### src/rtl/tr_pkg.sv
package tr_pkg;

    typedef enum logic [2:0] {
        OP_NOP    = 3'd0,
        OP_PUSH   = 3'd1,
        OP_DROP   = 3'd2,
        OP_UNARY  = 3'd3,
        OP_BINARY = 3'd4,
        OP_SWAP   = 3'd5,
        OP_ROT    = 3'd6
    } stk_op_e;

    typedef struct packed {
        logic [1:0] reads;   // entries the operation needs on the stack
        logic       alloc;   // takes a destination tag
        logic       grows;   // net depth increase of one
        logic       emits;   // produces a micro-op
    } op_info_t;

    function automatic op_info_t decode_op(input logic [2:0] code);
        op_info_t r;
        r = '0;
        case (code)
            OP_PUSH:   begin r.alloc = 1'b1; r.grows = 1'b1; r.emits = 1'b1; end
            OP_DROP:   begin r.reads = 2'd1; r.emits = 1'b1; end
            OP_UNARY:  begin r.reads = 2'd1; r.alloc = 1'b1; r.emits = 1'b1; end
            OP_BINARY: begin r.reads = 2'd2; r.alloc = 1'b1; r.emits = 1'b1; end
            OP_SWAP:   r.reads = 2'd2;
            OP_ROT:    r.reads = 2'd3;
            default:   r = '0;
        endcase
        return r;
    endfunction

endpackage

### src/rtl/tr_free_fifo.sv
module tr_free_fifo #(
    parameter int NUM_TAGS = 32,
    parameter int TAG_W    = $clog2(NUM_TAGS),
    localparam int PTR_W   = $clog2(NUM_TAGS),
    localparam int CNT_W   = $clog2(NUM_TAGS + 1)
) (
    input  logic             clk,
    input  logic             rst,
    input  logic             take,
    input  logic             give,
    input  logic [TAG_W-1:0] give_tag,
    output logic [TAG_W-1:0] head,
    output logic             empty
);
    logic [TAG_W-1:0] pool [NUM_TAGS];
    logic [PTR_W-1:0] rd_ptr, wr_ptr;
    logic [CNT_W-1:0] cnt;
    logic             do_give, do_take;

    function automatic logic [PTR_W-1:0] bump(input logic [PTR_W-1:0] p);
        return (p == PTR_W'(NUM_TAGS - 1)) ? '0 : p + PTR_W'(1);
    endfunction

    assign empty   = (cnt == '0);
    assign head    = pool[rd_ptr];
    assign do_take = take && !empty;
    assign do_give = give && ((cnt != CNT_W'(NUM_TAGS)) || do_take);

    always_ff @(posedge clk) begin
        if (rst) begin
            for (int i = 0; i < NUM_TAGS; i++) pool[i] <= TAG_W'(i);
            rd_ptr <= '0;
            wr_ptr <= '0;
            cnt    <= CNT_W'(NUM_TAGS);
        end else begin
            if (do_take) rd_ptr <= bump(rd_ptr);
            if (do_give) begin
                pool[wr_ptr] <= give_tag;
                wr_ptr       <= bump(wr_ptr);
            end
            case ({do_give, do_take})
                2'b10:   cnt <= cnt + CNT_W'(1);
                2'b01:   cnt <= cnt - CNT_W'(1);
                default: cnt <= cnt;
            endcase
        end
    end
endmodule

### src/rtl/tr_map_stack.sv
module tr_map_stack
    import tr_pkg::*;
#(
    parameter int DEPTH  = 16,
    parameter int TAG_W  = 5,
    localparam int CNT_W = $clog2(DEPTH + 1),
    localparam int IDX_W = $clog2(DEPTH)
) (
    input  logic             clk,
    input  logic             rst,
    input  logic             en,
    input  stk_op_e          op,
    input  logic [TAG_W-1:0] new_tag,
    output logic [CNT_W-1:0] depth,
    output logic [TAG_W-1:0] tag0,
    output logic [TAG_W-1:0] tag1
);
    logic [TAG_W-1:0] slot [DEPTH];
    logic [CNT_W-1:0] sp_q;
    logic [IDX_W-1:0] i_top, i_nxt, i_third, i_new;

    assign i_top   = IDX_W'(sp_q - CNT_W'(1));
    assign i_nxt   = IDX_W'(sp_q - CNT_W'(2));
    assign i_third = IDX_W'(sp_q - CNT_W'(3));
    assign i_new   = IDX_W'(sp_q);
    assign depth   = sp_q;
    assign tag0    = slot[i_top];
    assign tag1    = slot[i_nxt];

    always_ff @(posedge clk) begin
        if (rst) begin
            sp_q <= '0;
            for (int k = 0; k < DEPTH; k++) slot[k] <= '0;
        end else if (en) begin
            case (op)
                OP_PUSH: begin
                    slot[i_new] <= new_tag;
                    sp_q        <= sp_q + CNT_W'(1);
                end
                OP_DROP:  sp_q <= sp_q - CNT_W'(1);
                OP_UNARY: slot[i_top] <= new_tag;
                OP_BINARY: begin
                    slot[i_nxt] <= new_tag;
                    sp_q        <= sp_q - CNT_W'(1);
                end
                OP_SWAP: begin
                    slot[i_top] <= slot[i_nxt];
                    slot[i_nxt] <= slot[i_top];
                end
                OP_ROT: begin
                    slot[i_top]   <= slot[i_third];
                    slot[i_nxt]   <= slot[i_top];
                    slot[i_third] <= slot[i_nxt];
                end
                default: sp_q <= sp_q;
            endcase
        end
    end
endmodule

### src/rtl/tagstack_rename.sv
module tagstack_rename
    import tr_pkg::*;
#(
    parameter int STACK_DEPTH = 16,
    parameter int NUM_TAGS    = 32,
    localparam int TAG_W      = $clog2(NUM_TAGS),
    localparam int CNT_W      = $clog2(STACK_DEPTH + 1)
) (
    input  logic             clk,
    input  logic             rst,
    input  logic             in_valid,
    input  logic [2:0]       in_op,
    output logic             in_ready,
    input  logic             rel_valid,
    input  logic [TAG_W-1:0] rel_tag,
    output logic             uop_valid,
    output logic [TAG_W-1:0] uop_src0,
    output logic             uop_src0_used,
    output logic [TAG_W-1:0] uop_src1,
    output logic             uop_src1_used,
    output logic [TAG_W-1:0] uop_dst,
    output logic             uop_dst_used,
    output logic             underflow
);
    op_info_t         info;
    logic [CNT_W-1:0] depth;
    logic [TAG_W-1:0] top_tag, nxt_tag, fresh_tag;
    logic             fl_empty, short_stack, full, stall, fire, commit;

    assign info        = decode_op(in_op);
    assign short_stack = depth < CNT_W'(info.reads);
    assign full        = depth == CNT_W'(STACK_DEPTH);
    assign stall       = !short_stack &&
                         ((info.alloc && fl_empty) || (info.grows && full));
    assign in_ready    = !stall;
    assign fire        = in_valid && in_ready;
    assign commit      = fire && !short_stack;

    tr_free_fifo #(.NUM_TAGS(NUM_TAGS), .TAG_W(TAG_W)) u_free (
        .clk      (clk),
        .rst      (rst),
        .take     (commit && info.alloc),
        .give     (rel_valid),
        .give_tag (rel_tag),
        .head     (fresh_tag),
        .empty    (fl_empty)
    );

    tr_map_stack #(.DEPTH(STACK_DEPTH), .TAG_W(TAG_W)) u_map (
        .clk     (clk),
        .rst     (rst),
        .en      (commit),
        .op      (stk_op_e'(in_op)),
        .new_tag (fresh_tag),
        .depth   (depth),
        .tag0    (top_tag),
        .tag1    (nxt_tag)
    );

    always_ff @(posedge clk) begin
        if (rst) begin
            uop_valid     <= 1'b0;
            uop_src0      <= '0;
            uop_src0_used <= 1'b0;
            uop_src1      <= '0;
            uop_src1_used <= 1'b0;
            uop_dst       <= '0;
            uop_dst_used  <= 1'b0;
            underflow     <= 1'b0;
        end else begin
            uop_valid     <= commit && info.emits;
            uop_src0      <= top_tag;
            uop_src0_used <= commit && info.emits && (info.reads != 2'd0);
            uop_src1      <= nxt_tag;
            uop_src1_used <= commit && info.emits && (info.reads == 2'd2);
            uop_dst       <= fresh_tag;
            uop_dst_used  <= commit && info.alloc;
            underflow     <= fire && short_stack;
        end
    end
endmodule

### config.mk
export PLATFORM = sky130hd
export DESIGN_NAME = tagstack_rename
export DESIGN_NICKNAME = d
export VERILOG_FILES = /design/src/rtl/tr_pkg.sv /design/src/rtl/tr_free_fifo.sv /design/src/rtl/tr_map_stack.sv /design/src/rtl/tagstack_rename.sv
export SDC_FILE = /design/constraint.sdc
export NUM_CORES = 1
export LEC_CHECK = 0
export BUFFER_PORTS_ARGS = -buffer_cell sky130_fd_sc_hd__buf_2
export CORE_UTILIZATION = 35
export DETAILED_ROUTE_END_ITERATION = 10
export PLACE_DENSITY = 0.61
export REMOVE_ABC_BUFFERS = 1
export SLEW_MARGIN = 10
export SYNTH_ARGS = -nofsm -noshare
export SYNTH_HDL_FRONTEND = slang
export SYNTH_HIERARCHICAL = 1
export SYNTH_SLANG_ARGS = --single-unit
### constraint.sdc
create_clock -name clk -period 4.8 [get_ports clk]
set_input_delay 0.24 -clock clk [delete_from_list [all_inputs] [get_ports clk]]
set_output_delay 0.24 -clock clk [all_outputs]
set_load 0.01 [all_outputs]
# --- Word-level counts from Yosys, hierarchy flattened ---
# Memories as Yosys holds them, arrays and structs flattened. A register that Yosys moved wholly into a read port is not among the register bits.
# Index checks and enable logic that the tools add are counted.
# W data, S select, Z words.
word_totals:
  ramBits: 240
  n_memories: 2
  regBits: 41
  elab_cells: 125
mem_list:
  columns: ["memory", "depth", "width", "read_ports", "rd_ports_with_merged_regs", "write_ports", "line_no", "text"]
  rows:
  - ["u_free.pool", 32, 5, 1, 1, 32, "tr_free_fifo.sv:15", "logic [TAG_W-1:0] pool [NUM_TAGS];"]
  - ["u_map.slot", 16, 5, 3, 0, 16, "tr_map_stack.sv:18", "logic [TAG_W-1:0] slot [DEPTH];"]
op_classes:
  bitwise: 4
  magnitude_cmp: 1
  reduce_logical: 32
  n_addsub: 8
  n_eq_ne: 13
  mux: 53
op_table:
  columns: ["op", "count"]
  rows:
  - ["$mux W5", 14]
  - ["$mux W1", 32]
  - ["$reduce_or A5 Y1", 5]
  - ["$mux W4", 4]
  - ["$add A5 B1 Y5 const B", 3]
  - ["$eq A5 B5 Y1 const B", 3]
  - ["$logic_and A1 B1 Y1", 12]
  - ["$pmux W6 S2", 1]
  - ["$pmux W5 S2", 1]
  - ["$eq A3 B3 Y1 const B", 3]
  - ["$sub A4 B2 Y4 const B", 2]
  - ["$add A6 B1 Y6 const B", 1]
  - ["$eq A3 B2 Y1 const B", 2]
  - ["$logic_not A6 Y1", 1]
  - ["$ne A6 B6 Y1 const B", 1]
  - ["$pmux W2 S3", 1]
  - ["$reduce_bool A2 Y1", 3]
  - ["$reduce_or A2 Y1", 3]
  - ["$sub A6 B1 Y6 const B", 1]
  - ["$lt A5 B2 Y1", 1]
  - ["$sub A5 B1 Y5 const B", 1]
  - ["$eq A2 B2 Y1 const B", 2]
  - ["$or A1 B1 Y1", 4]
  - ["$reduce_or A4 Y1", 1]
  - ["6 further kinds", 9]

# --- Logic depth before layout (Yosys ltp) ---
# Gate-level depths: netlist of run 1.
depth:
  ltp_word: 18
  depth_mapped: 17
  ltp_nobuf: 16

# --- Hierarchy ---
# The synthesis of run 1 kept the hierarchy.
modules_own_cells:
  columns: ["mod", "area_per_inst_um2", "cells_each", "n_inst", "seq_area_each_um2"]
  rows:
  - ["tr_free_fifo", 8690.8, 630, 1, 5225.0]
  - ["tr_map_stack", 7627.3, 720, 1, 2502.4]
  - ["tagstack_rename", 676.9, 71, 1, 400.4]

# --- Least setup slack after synthesis of run 1 ---
# Ideal clock, no wire load.
synth_timing:
  kind: "register -> register"
  from: "reg u_map.sp_q[1] (netlist: u_map/depth[1])"
  to: "mem u_map.slot[7][3], data pin"
  setup_time_ns: 0.264
  path_stages_with_launch: 15
  path_slack_ns: 1.190
  synth_period_minus_slack_ns: 3.610
  arrival_time_ns: 3.346
  path_buffers: 6
  cell_sequence: "dfxtp_1 buf_2 buf_2 inv_1 ha_1 buf_2 buf_6 buf_4 mux4_2 mux2i_1 mux2i_1 a21o_1 buf_4 a22oi_1 o21ai_0"
synth_lines:
  columns: ["item", "line_no", "text"]
  rows:
  - ["start: declaration", "tr_map_stack.sv:19", "logic [CNT_W-1:0] sp_q;"]
  - ["start signal: assignment", "tr_map_stack.sv:38", "sp_q <= sp_q + CNT_W'(1);"]
  - ["start signal: assignment", "tr_map_stack.sv:40", "OP_DROP: sp_q <= sp_q - CNT_W'(1);"]
  - ["start signal: assignment", "tr_map_stack.sv:44", "sp_q <= sp_q - CNT_W'(1);"]
  - ["end: declaration", "tr_map_stack.sv:18", null]

==> flow_metrics.env, run 1 <==
export IMPL_chipWidth_um=222.4
export IMPL_syn_area_per_cell_um2=11.96
export IMPL_wl_per_cell_um=24.92
export IMPL_first_iter_violations=1475
export IMPL_finalWirelength_um=51060
export IMPL_grt_overflow_total=0
export IMPL_cp_max_fo=18
export IMPL_fin_area_um2=18630
export IMPL_slowest_stage="a2111oi_4"
export IMPL_dp_hpwl_um=34740
export IMPL_syn_to_final_growth_pct=9.615
export IMPL_sw_frac_of_total_pct=29.93
export IMPL_firstDrtPassIters=9
export IMPL_drc_errors=0
export IMPL_diodes=0
export IMPL_slowest_delay_ns=0.82
export IMPL_yosysWarningCount=6
export IMPL_nets=1446
export IMPL_synthArstFlopShare_pct=0
export IMPL_internal_power_uw=4563
export IMPL_slew_viol_final=0
export IMPL_holdPathEnd="u_free/wr_ptr[1]"
export IMPL_rsz0062_at_grt="false"
export IMPL_portBuffers=32
export IMPL_syn_inst=1421
export IMPL_setup_viol=0
export IMPL_grt_pass1_wl_um=77420
export IMPL_worstRegToRegCells=11
export IMPL_cts_buffer_depth=3
export IMPL_hold_viol=0
export IMPL_ff2ff_setup_slack_ns=0.58
export IMPL_synth_edf_count=240
export IMPL_critPathLaunchType="flip-flop"
export IMPL_min_from="rel_valid"
export IMPL_synthMuxAreaShare_pct=17.16
export IMPL_critPathCaptureType="flip-flop"
export IMPL_cts_tree="built"
export IMPL_post_route_min_period_ns=4.220
export IMPL_grt_pass1_vias=12236
export IMPL_clock_sinks=286
export IMPL_synth_commonest_cells="240 x edfxtp_1, 118 x nand2_1, 94 x nor2_1"
export IMPL_synth_top_flop_cell="edfxtp_1"
export IMPL_place_inst=1993
export IMPL_start_util_pct=35.52
export IMPL_tightest_slew_ns=1.058
export IMPL_drive_above_1_share_pct=19.94
export IMPL_cp_data_required_time_ns=5.10
export IMPL_rows=80
export IMPL_fin_cells=2049
export IMPL_cp_cell_sequence="or4_4, nor3_2, o21ai_1, o211ai_2, nor2_1, nor2b_1, and3_1, a21boi_0, a2111oi_4, buf_4, o21ai_0"
export IMPL_yosys_area_top_type="edfxtp_1"
export IMPL_synth_xor_area_share_pct=0.9718
export IMPL_die_h_um=222.4
export IMPL_switching_power_uw=1949
export IMPL_coreArea_um2=47850
export IMPL_cap_violations=0
export IMPL_p_seq_share_pct=43.8
export IMPL_r2r_start="u_free/cnt[0]"
export IMPL_crit_buf_inv=1
export IMPL_yosysMostFrequentCell="edfxtp_1"
export IMPL_leakage_uw=0.006322
export IMPL_grt_usage_pct=20.39
export IMPL_pre_cts_ws_ns=0.7039
export IMPL_cts_buffers=30
export IMPL_synth_compound_area_share_pct=10.88
export IMPL_synth_cell_types=93
export IMPL_fmax_mhz=237.0
export IMPL_crit_family="simple AND/OR/NAND/NOR gates"
export IMPL_worst_clock_skew_ns=0.04199
export IMPL_max_slew_margin_pct=29.05
export IMPL_gp_congestion=0.9954
export IMPL_synth_top_area_share_pct=42.41
export IMPL_ys_seq_area_share_pct=47.82
export IMPL_p_comb_share_pct=20.0
export IMPL_synth_simple_area_share_pct=17.21
export IMPL_r2r_end="u_map/slot[15][3]"
export IMPL_synth_area_leaders="edfxtp_1 42%, mux4_2 10%, dfxtp_1 5.4%"
export IMPL_min_path_type="input pin to flip-flop"
export IMPL_placed_area_um2=17630
export IMPL_dieArea_um2=49440
export IMPL_fin_crit_sh_pct=87.92
export IMPL_worst_slack_ns=0.5799
export IMPL_clk_pin_slew_ns=0.06
export IMPL_grt_max_degree=48
export IMPL_io_pin_count=33
export IMPL_p_clk_share_pct=36.3
export IMPL_syn_area_um2=17000
export IMPL_htreeDepth=1
export IMPL_status="completed"
export IMPL_synth_top_family_by_area="simple AND/OR/NAND/NOR gates"
export IMPL_hold_path_depth=3
export IMPL_peakVddDrop_v=0.0002955
export IMPL_via_per_inst=6.124
export IMPL_antenna_found_initial=0
export IMPL_synth_fa_ha_area_share_pct=1.737
export IMPL_ant_nets=0
export IMPL_crit_type="flip-flop to flip-flop"
export IMPL_ys_seq_elements=286
export IMPL_clkLatencyLatePin_ns=0.61
export IMPL_cp_arrival_ns=4.52
export IMPL_power_density_nw_per_um2=349.6
export IMPL_root_buffer="clkbuf_16"
export IMPL_num_vias=12549
-- cell type report --
class	count	area, um2
flip-flops and latches	286	8134
inverters	20	77.57
clock inverters	13	145.1
repair buffers	73	485.5
well taps	615	769.5
clock buffers	42	845.8
multi-input cells	1000	8172
fillers	4600	29220
-- what timing repair did --
item / CTS / global route
gates resized for setup: 0 / 0
hold buffers: 1 / 0
buffers inserted: 0 / 0
hold endpoints to repair: 1 / 0
-- worst min-delay path, cell delays in order --
cell,delay (ns)
buf_2,0.18
nand3_1,0.11
a21oi_1,0.05
-- layout by cell type, fill, tap and decap left out, drive strengths merged, types with 22 or more instances in the layout --
master,count
nand2,118
ha,22
edfxtp,240
mux2i,43
clkbuf,42
buf,72
nor2,98
and3,78
nor2b,24
nand2b,37
o21ai,76
or2,46
nand3,66
a22oi,59
mux4,103
a21oi,28
dfxtp,46
-- power groups by stage --
stage	Clock (uW)	Combinational (uW)	Sequential (uW)
floorplan	0	735	2920
global placement	0	1250	2900
detailed placement	0	1260	2900
CTS	2390	1260	2850
global route	2500	1350	2860
finish	2360	1300	2850
-- kinds of logic after synthesis --
family	after synthesis
simple gates	551
flops	286
compound gates	260
mux	151
buf+inv	135
fa+ha+maj	23
xor+xnor	15
-- state kept, by name, summed over array words and instances (netlist names), named ones only --
| signal | count |
|---|---|
| uop_dst | 5 |
| uop_src1_used | 1 |
| u_map/depth | 5 |
| uop_src0_used | 1 |
| u_free/cnt | 6 |
| underflow | 1 |
| uop_valid | 1 |
| uop_src1 | 5 |
| uop_src0 | 5 |
| u_free/wr_ptr | 5 |
| uop_dst_used | 1 |
| u_free/pool | 160 |
| u_free/rd_ptr | 5 |
| u_map/slot | 80 |
-- worst max path at each step --
stage,cells after the start,endpoint,from,slack (ns)
finish,11,u_map/slot[15][3],u_free/cnt[0],0.58
global route,11,u_map/slot[15][3],u_free/cnt[1],0.34
CTS,11,u_map/slot[15][3],u_free/cnt[0],0.65
detailed placement,11,u_map/slot[15][3],u_free/cnt[0],0.70
global placement,11,u_map/slot[15][3],u_free/cnt[1],0.79
floorplan,8,u_map/slot[15][3],u_map/depth[0],-1.26
-- layer usage --
layer / part of all wire [%] / GRT usage, % / up-vias / routed length (um)
met5: 0 / 0 / - / 0
met4: 3.7 / 7.075 / 0 / 1902
met3: 9.1 / 4.047 / 131 / 4625
met2: 47 / 32.96 / 649 / 24070
met1: 40 / 27.28 / 6264 / 20470
li1: - / - / 5505 / -
-- metrics by stage --
stage	total power (uW)	utilization, %	setup TNS [ns]	hold WS (ns)
after floorplan	3654	-	-161.88	0.3091
after global placement	4148	36.84	0	0.4931
after detailed placement	4163	36.84	0	0.5059
after CTS	6509	38.94	0	0.01528
after global routing	6712	38.94	0	0.02749
final	6512	38.94	0	0.03001
(Power assumes the default switching activity.)
==> run 2: changes to the inputs <==
==> constraint.sdc (replaced) <==
create_clock -name clk -period 4.15 [get_ports clk]
set_input_delay 0.2075 -clock clk [delete_from_list [all_inputs] [get_ports clk]]
set_output_delay 0.2075 -clock clk [all_outputs]
set_load 0.01 [all_outputs]
==> run 2 against run 1 <==
  * Sequential cell count unchanged
  * Cell count rose by 1.0%
  * Register-to-register slack got worse by 0.28 ns
  * Maximum frequency grew 9.5%
  * Combinational power rose by 18%
  * Sequential share of layout area down 0.76 points
  * Global-route usage decreased by 0.12 points
  * Critical path depth shrank 1
  * Non-clock buffer count up 18
  * Die area unchanged
  * Total power increased by 21%
  * Via count increased by 0.29%
  * Largest cell class unchanged
==> flow_metrics.env, run 2 (synthesis gave the netlist of run 1 again) <==
export IMPL_max_slew_margin_pct=20.91
export IMPL_post_route_min_period_ns=3.854
export IMPL_grt_pass1_vias=12237
export IMPL_antenna_found_initial=1
export IMPL_power_density_nw_per_um2=416.2
export IMPL_syn_to_final_growth_pct=11.55
export IMPL_tns_ns=0
export IMPL_first_iter_violations=1493
export IMPL_gp_congestion=0.9860
export IMPL_firstDrtPassIters=6
export IMPL_num_vias=12586
export IMPL_peakVddDrop_v=0.0003406
export IMPL_grt_usage_pct=20.28
export IMPL_min_from="rel_tag[0]"
export IMPL_finalWirelength_um=50890
export IMPL_grt_overflow_total=0
export IMPL_chipWidth_um=222.4
export IMPL_critPathCaptureType="flip-flop"
export IMPL_grt_max_degree=74
export IMPL_r2r_start="u_map/depth[0]"
export IMPL_die_h_um=222.4
export IMPL_clk_pin_slew_ns=0.06
export IMPL_coreArea_um2=47850
export IMPL_hold_viol=0
export IMPL_post_cts_resized=0
export IMPL_postCtsSetupBuffers=0
export IMPL_leakage_uw=0.006490
export IMPL_grt_pass1_wl_um=76840
export IMPL_wl_per_cell_um=24.58
export IMPL_regMostFlops="u_free/pool"
export IMPL_ant_nets=0
export IMPL_cts_buffers=31
export IMPL_io_pin_count=33
export IMPL_clkLatencyLatePin_ns=0.61
export IMPL_rsz0062_at_grt="false"
export IMPL_setup_viol=0
export IMPL_cp_data_required_time_ns=4.57
export IMPL_largest_reg_flops=160
export IMPL_min_path_type="input pin to flip-flop"
export IMPL_via_per_inst=6.080
export IMPL_cp_arrival_ns=4.28
export IMPL_drc_errors=0
export IMPL_top_regs="u_free/pool (160), u_map/slot (80), u_free/cnt (6)"
export IMPL_final_common_cell="edfxtp_1"
export IMPL_slew_viol_final=0
export IMPL_start_util_pct=35.52
export IMPL_cap_violations=0
export IMPL_critPathLaunchType="flip-flop"
export IMPL_drive_above_1_share_pct=20.89
export IMPL_rows=80
export IMPL_cts_tree="built"
export IMPL_diodes=0
export IMPL_htreeDepth=1
export IMPL_fmax_mhz=259.5
export IMPL_status="completed"
export IMPL_most_common_layout_cells="240 x edfxtp_1, 118 x nand2_1, 94 x nor2_1, 78 x and3_1, 77 x mux4_2"
export IMPL_cp_max_fo=72
export IMPL_root_buffer="clkbuf_16"
export IMPL_clock_sinks=286
export IMPL_fin_crit_sh_pct=92.87
export IMPL_dieArea_um2=49440
export IMPL_portBuffers=32
export IMPL_cts_buffer_depth=3
export IMPL_num_fill_cells=4533
export IMPL_tightest_slew_ns=1.178
export IMPL_power_uw=7890
export IMPL_crit_start="u_map/depth[0]"
export IMPL_crit_type="flip-flop to flip-flop"
export IMPL_worst_clock_skew_ns=0.01867
export IMPL_holdWs_ns=0.05984
export IMPL_nets=1465
export IMPL_dp_hpwl_um=35060
run 2: worst paths after layout:
check | to | slack [ns] | cells after the start
min reg2reg | u_map/depth[4] | 0.51 | 2
max reg2reg | u_map/slot[15][4] | 0.30 | 10
max | u_map/slot[15][4] | 0.30 | 10
min | u_free/pool[30][0] | 0.06 | 2
run 2: layout make-up:
type / count / area, um2 / area share (%)
clock buffers: 38 / 832.0 / 4.389
multi-input cells: 1000 / 8172 / 43.10
repair buffers: 91 / 678.2 / 3.577
flip-flops and latches: 286 / 8134 / 42.91
well taps: 615 / 769.5 / 4.059
clock inverters: 20 / 295.3 / 1.558
inverters: 20 / 77.57 / 0.4092
run 2: where the power goes:
part / total [uW] / internal [uW] / switching (uW) / leakage (uW)
logic: 1530 / 552 / 982 / 0.00337
registers: 3280 / 3220 / 67.8 / 0.00257
clock network: 3070 / 1860 / 1210 / 0.000550
run 2: layer usage:
metal / routed length, um / GRT usage (%) / part of all wire (%)
met1: 20370 / 26.65 / 40
met2: 24280 / 33.53 / 48
met3: 4500 / 4.020 / 8.8
met4: 1732 / 6.563 / 3.4
met5: 0 / 0 / 0
run 2: metrics by stage:
step | std cells | utilization, % | instance area, um2 | worst slack (ns)
2_1_floorplan | 1306 | - | 16360 | -1.911
3_3_place_gp | 2008 | 37.18 | 17790 | 0.4555
3_5_place_dp | 2008 | 37.18 | 17790 | 0.4718
4_1_cts | 2070 | 39.62 | 18960 | 0.4176
5_1_grt | 2070 | 39.62 | 18960 | 0.07669
6_report | 2070 | 39.62 | 18960 | 0.2957
run 2: what timing repair did:
item / in CTS / in global routing
hold buffers: 4 / 0
endpoints found under the hold margin: 12 / 0
endpoints found under the setup margin: 0 / 0
run 2: critical path, cell delays in order (launching register included):
cell,delay [ns]
dfxtp_4,0.36
buf_12,0.37
o31a_1,0.26
o211ai_2,0.16
nor2_1,0.24
nand2b_1,0.33
nor4_1,0.55
a211oi_2,0.29
nor4_2,0.66
a311oi_1,0.20
a21oi_1,0.23
==> run 3: changes to the inputs <==
--- a/config.mk
+++ b/config.mk
@@ -8,6 +8,7 @@
 export BUFFER_PORTS_ARGS = -buffer_cell sky130_fd_sc_hd__buf_2
 export CORE_UTILIZATION = 35
 export DETAILED_ROUTE_END_ITERATION = 10
+export HOLD_SLACK_MARGIN = 0.1
 export PLACE_DENSITY = 0.61
 export REMOVE_ABC_BUFFERS = 1
 export SLEW_MARGIN = 10
==> run 3 against run 2 <==
  * Clock power about the same
  * Sequential cell count is the same
  * Die area is the same
  * Hold slack better by 0.067 ns
  * Final area grew 0.21%
  * Register-to-register slack about the same
  * Total power about the same
  * Wire length is 0.20% higher
  * Non-clock buffer count is 4 higher
  * Critical endpoint unchanged
  * Largest cell class unchanged
  * Largest power group unchanged
==> flow_metrics.env, run 3 (synthesis gave the netlist of run 1 again) <==
export IMPL_drive_above_1_share_pct=20.84
export IMPL_final_common_cell="edfxtp_1"
export IMPL_crit_type="flip-flop to flip-flop"
export IMPL_num_fill_cells=4530
export IMPL_dieArea_um2=49440
export IMPL_clkLatencyLatePin_ns=0.60
export IMPL_antenna_found_initial=1
export IMPL_slowest_delay_ns=0.64
export IMPL_power_density_nw_per_um2=415.7
export IMPL_max_slew_margin_pct=18.66
export IMPL_diodes=0
export IMPL_cap_violations=0
export IMPL_finalWirelength_um=50990
export IMPL_dp_hpwl_um=35060
export IMPL_worst_clock_skew_ns=0.01361
export IMPL_crit_start="u_map/depth[0]"
export IMPL_final_util_pct=39.71
export IMPL_syn_to_final_growth_pct=11.79
export IMPL_cp_max_fo=72
export IMPL_root_buffer="clkbuf_16"
export IMPL_cts_buffers=31
export IMPL_cp_endpoint="u_map/slot[15][4]"
export IMPL_cp_data_required_time_ns=4.56
export IMPL_via_per_inst=6.101
export IMPL_die_h_um=222.4
export IMPL_rsz0062_at_grt="false"
export IMPL_nets=1469
export IMPL_cts_buffer_depth=3
export IMPL_portBuffers=32
export IMPL_worstRegToRegCells=10
export IMPL_slew_viol_final=0
export IMPL_chipWidth_um=222.4
export IMPL_post_route_min_period_ns=3.859
export IMPL_postCtsSetupBuffers=0
export IMPL_first_iter_violations=1467
export IMPL_htreeDepth=1
export IMPL_leakage_uw=0.006507
export IMPL_cts_tree="built"
export IMPL_status="completed"
export IMPL_fmax_mhz=259.2
export IMPL_ant_nets=0
export IMPL_setup_viol=0
export IMPL_regMostFlops="u_free/pool"
export IMPL_drc_errors=0
export IMPL_critPathCaptureType="flip-flop"
export IMPL_slowest_stage="nor4_2"
export IMPL_hold_viol=0
export IMPL_num_vias=12654
export IMPL_r2r_start="u_map/depth[0]"
export IMPL_io_pin_count=33
export IMPL_most_common_layout_cells="240 x edfxtp_1, 118 x nand2_1, 94 x nor2_1, 78 x and3_1, 77 x mux4_2"
export IMPL_coreArea_um2=47850
export IMPL_grt_max_degree=74
export IMPL_clock_sinks=286
export IMPL_fin_crit_sh_pct=92.98
export IMPL_grt_pass1_vias=12259
export IMPL_r2r_end="u_map/slot[15][4]"
export IMPL_cp_cell_sequence="buf_12, o31a_1, o211ai_2, nor2_1, nand2b_1, nor4_1, a211oi_2, nor4_2, a311oi_1, a21oi_1"
export IMPL_critPathLaunchType="flip-flop"
export IMPL_tightest_slew_ns=1.211
export IMPL_grt_usage_pct=20.31
export IMPL_largest_reg_flops=160
export IMPL_power_uw=7898
export IMPL_wl_per_cell_um=24.59
export IMPL_peakVddDrop_v=0.0003402
export IMPL_grt_pass1_wl_um=76940
export IMPL_top_regs="u_free/pool (160), u_map/slot (80), u_free/cnt (6)"
export IMPL_cp_arrival_ns=4.26
export IMPL_firstDrtPassIters=6
export IMPL_start_util_pct=35.52
export IMPL_gp_congestion=0.9860
export IMPL_post_cts_resized=0
export IMPL_min_path_type="input pin to flip-flop"
export IMPL_ff2ff_setup_slack_ns=0.29
export IMPL_clk_pin_slew_ns=0.06
export IMPL_rows=80
export IMPL_grt_overflow_total=0
-- run 3: how the worst min path moves through the flow --
stage | start | endpoint | slack (ns) | depth (start not counted)
after floorplan | rst | u_free/cnt[2] | 0.28 | 1
after global placement | u_map/depth[4] | u_map/depth[4] | 0.50 | 2
after detailed placement | u_map/depth[4] | u_map/depth[4] | 0.49 | 2
after CTS | in_op[0] | uop_src1_used | 0.10 | 5
after global routing | in_op[0] | uop_src1_used | 0.16 | 5
final | in_op[0] | uop_src1_used | 0.13 | 5
-- run 3: layer usage --
metal  track usage, %  wire length (um)  vias to the layer above
met5                0                 0                        -
met1            26.66             20160                     6229
met4            6.563              1816                        0
li1                 -                 -                     5560
met2            33.61             24270                      722
met3            4.020              4744                      143
-- run 3: what timing repair did --
| item | CTS | global route |
|---|---|---|
| hold buffers | 8 | 0 |
| hold endpoints to repair | 29 | 0 |
| endpoints found under the setup margin | 0 | 0 |
-- run 3: area by class of cell --
cell class                      instances  area (um2)  share of cell area (%)
Multi-Input combinational cell       1000        8172                   43.01
Tap cell                              615       769.5                   4.050
Sequential cell                       286        8134                   42.81
Clock inverter                         20       295.3                   1.554
Timing Repair Buffer                   95       718.2                   3.780
Inverter                               20       77.57                  0.4083
Clock buffer                           38       832.0                   4.380
-- run 3: power by group --
part	leakage, uW	switching (uW)	internal [uW]	total (uW)
combinational	0.00339	985	554	1540
sequential	0.00257	68.1	3220	3280
clock	0.000550	1210	1860	3080
total	0.00651	2270	5630	7900
-- run 3: critical path: cells and delay by family (launching register included) --
family                 cells  cell delay (ns)
flip-flops                 1             0.36
buffers and inverters      1             0.37
AO/OA/AOI/OAI              5             1.14
AND/OR/NAND/NOR            4             1.76
-- run 3: through the flow --
stage / area [um2] / instances / hold slack, ns / worst slack [ns] / setup TNS (ns)
floorplan: 16360 / 1306 / 0.2766 / -1.911 / -410.66
global placement: 17790 / 2008 / 0.4959 / 0.4555 / 0
detailed placement: 17790 / 2008 / 0.4940 / 0.4718 / 0
CTS: 19000 / 2074 / 0.1048 / 0.4176 / 0
global route: 19000 / 2074 / 0.1647 / 0.07669 / 0
finish: 19000 / 2074 / 0.1273 / 0.2914 / 0
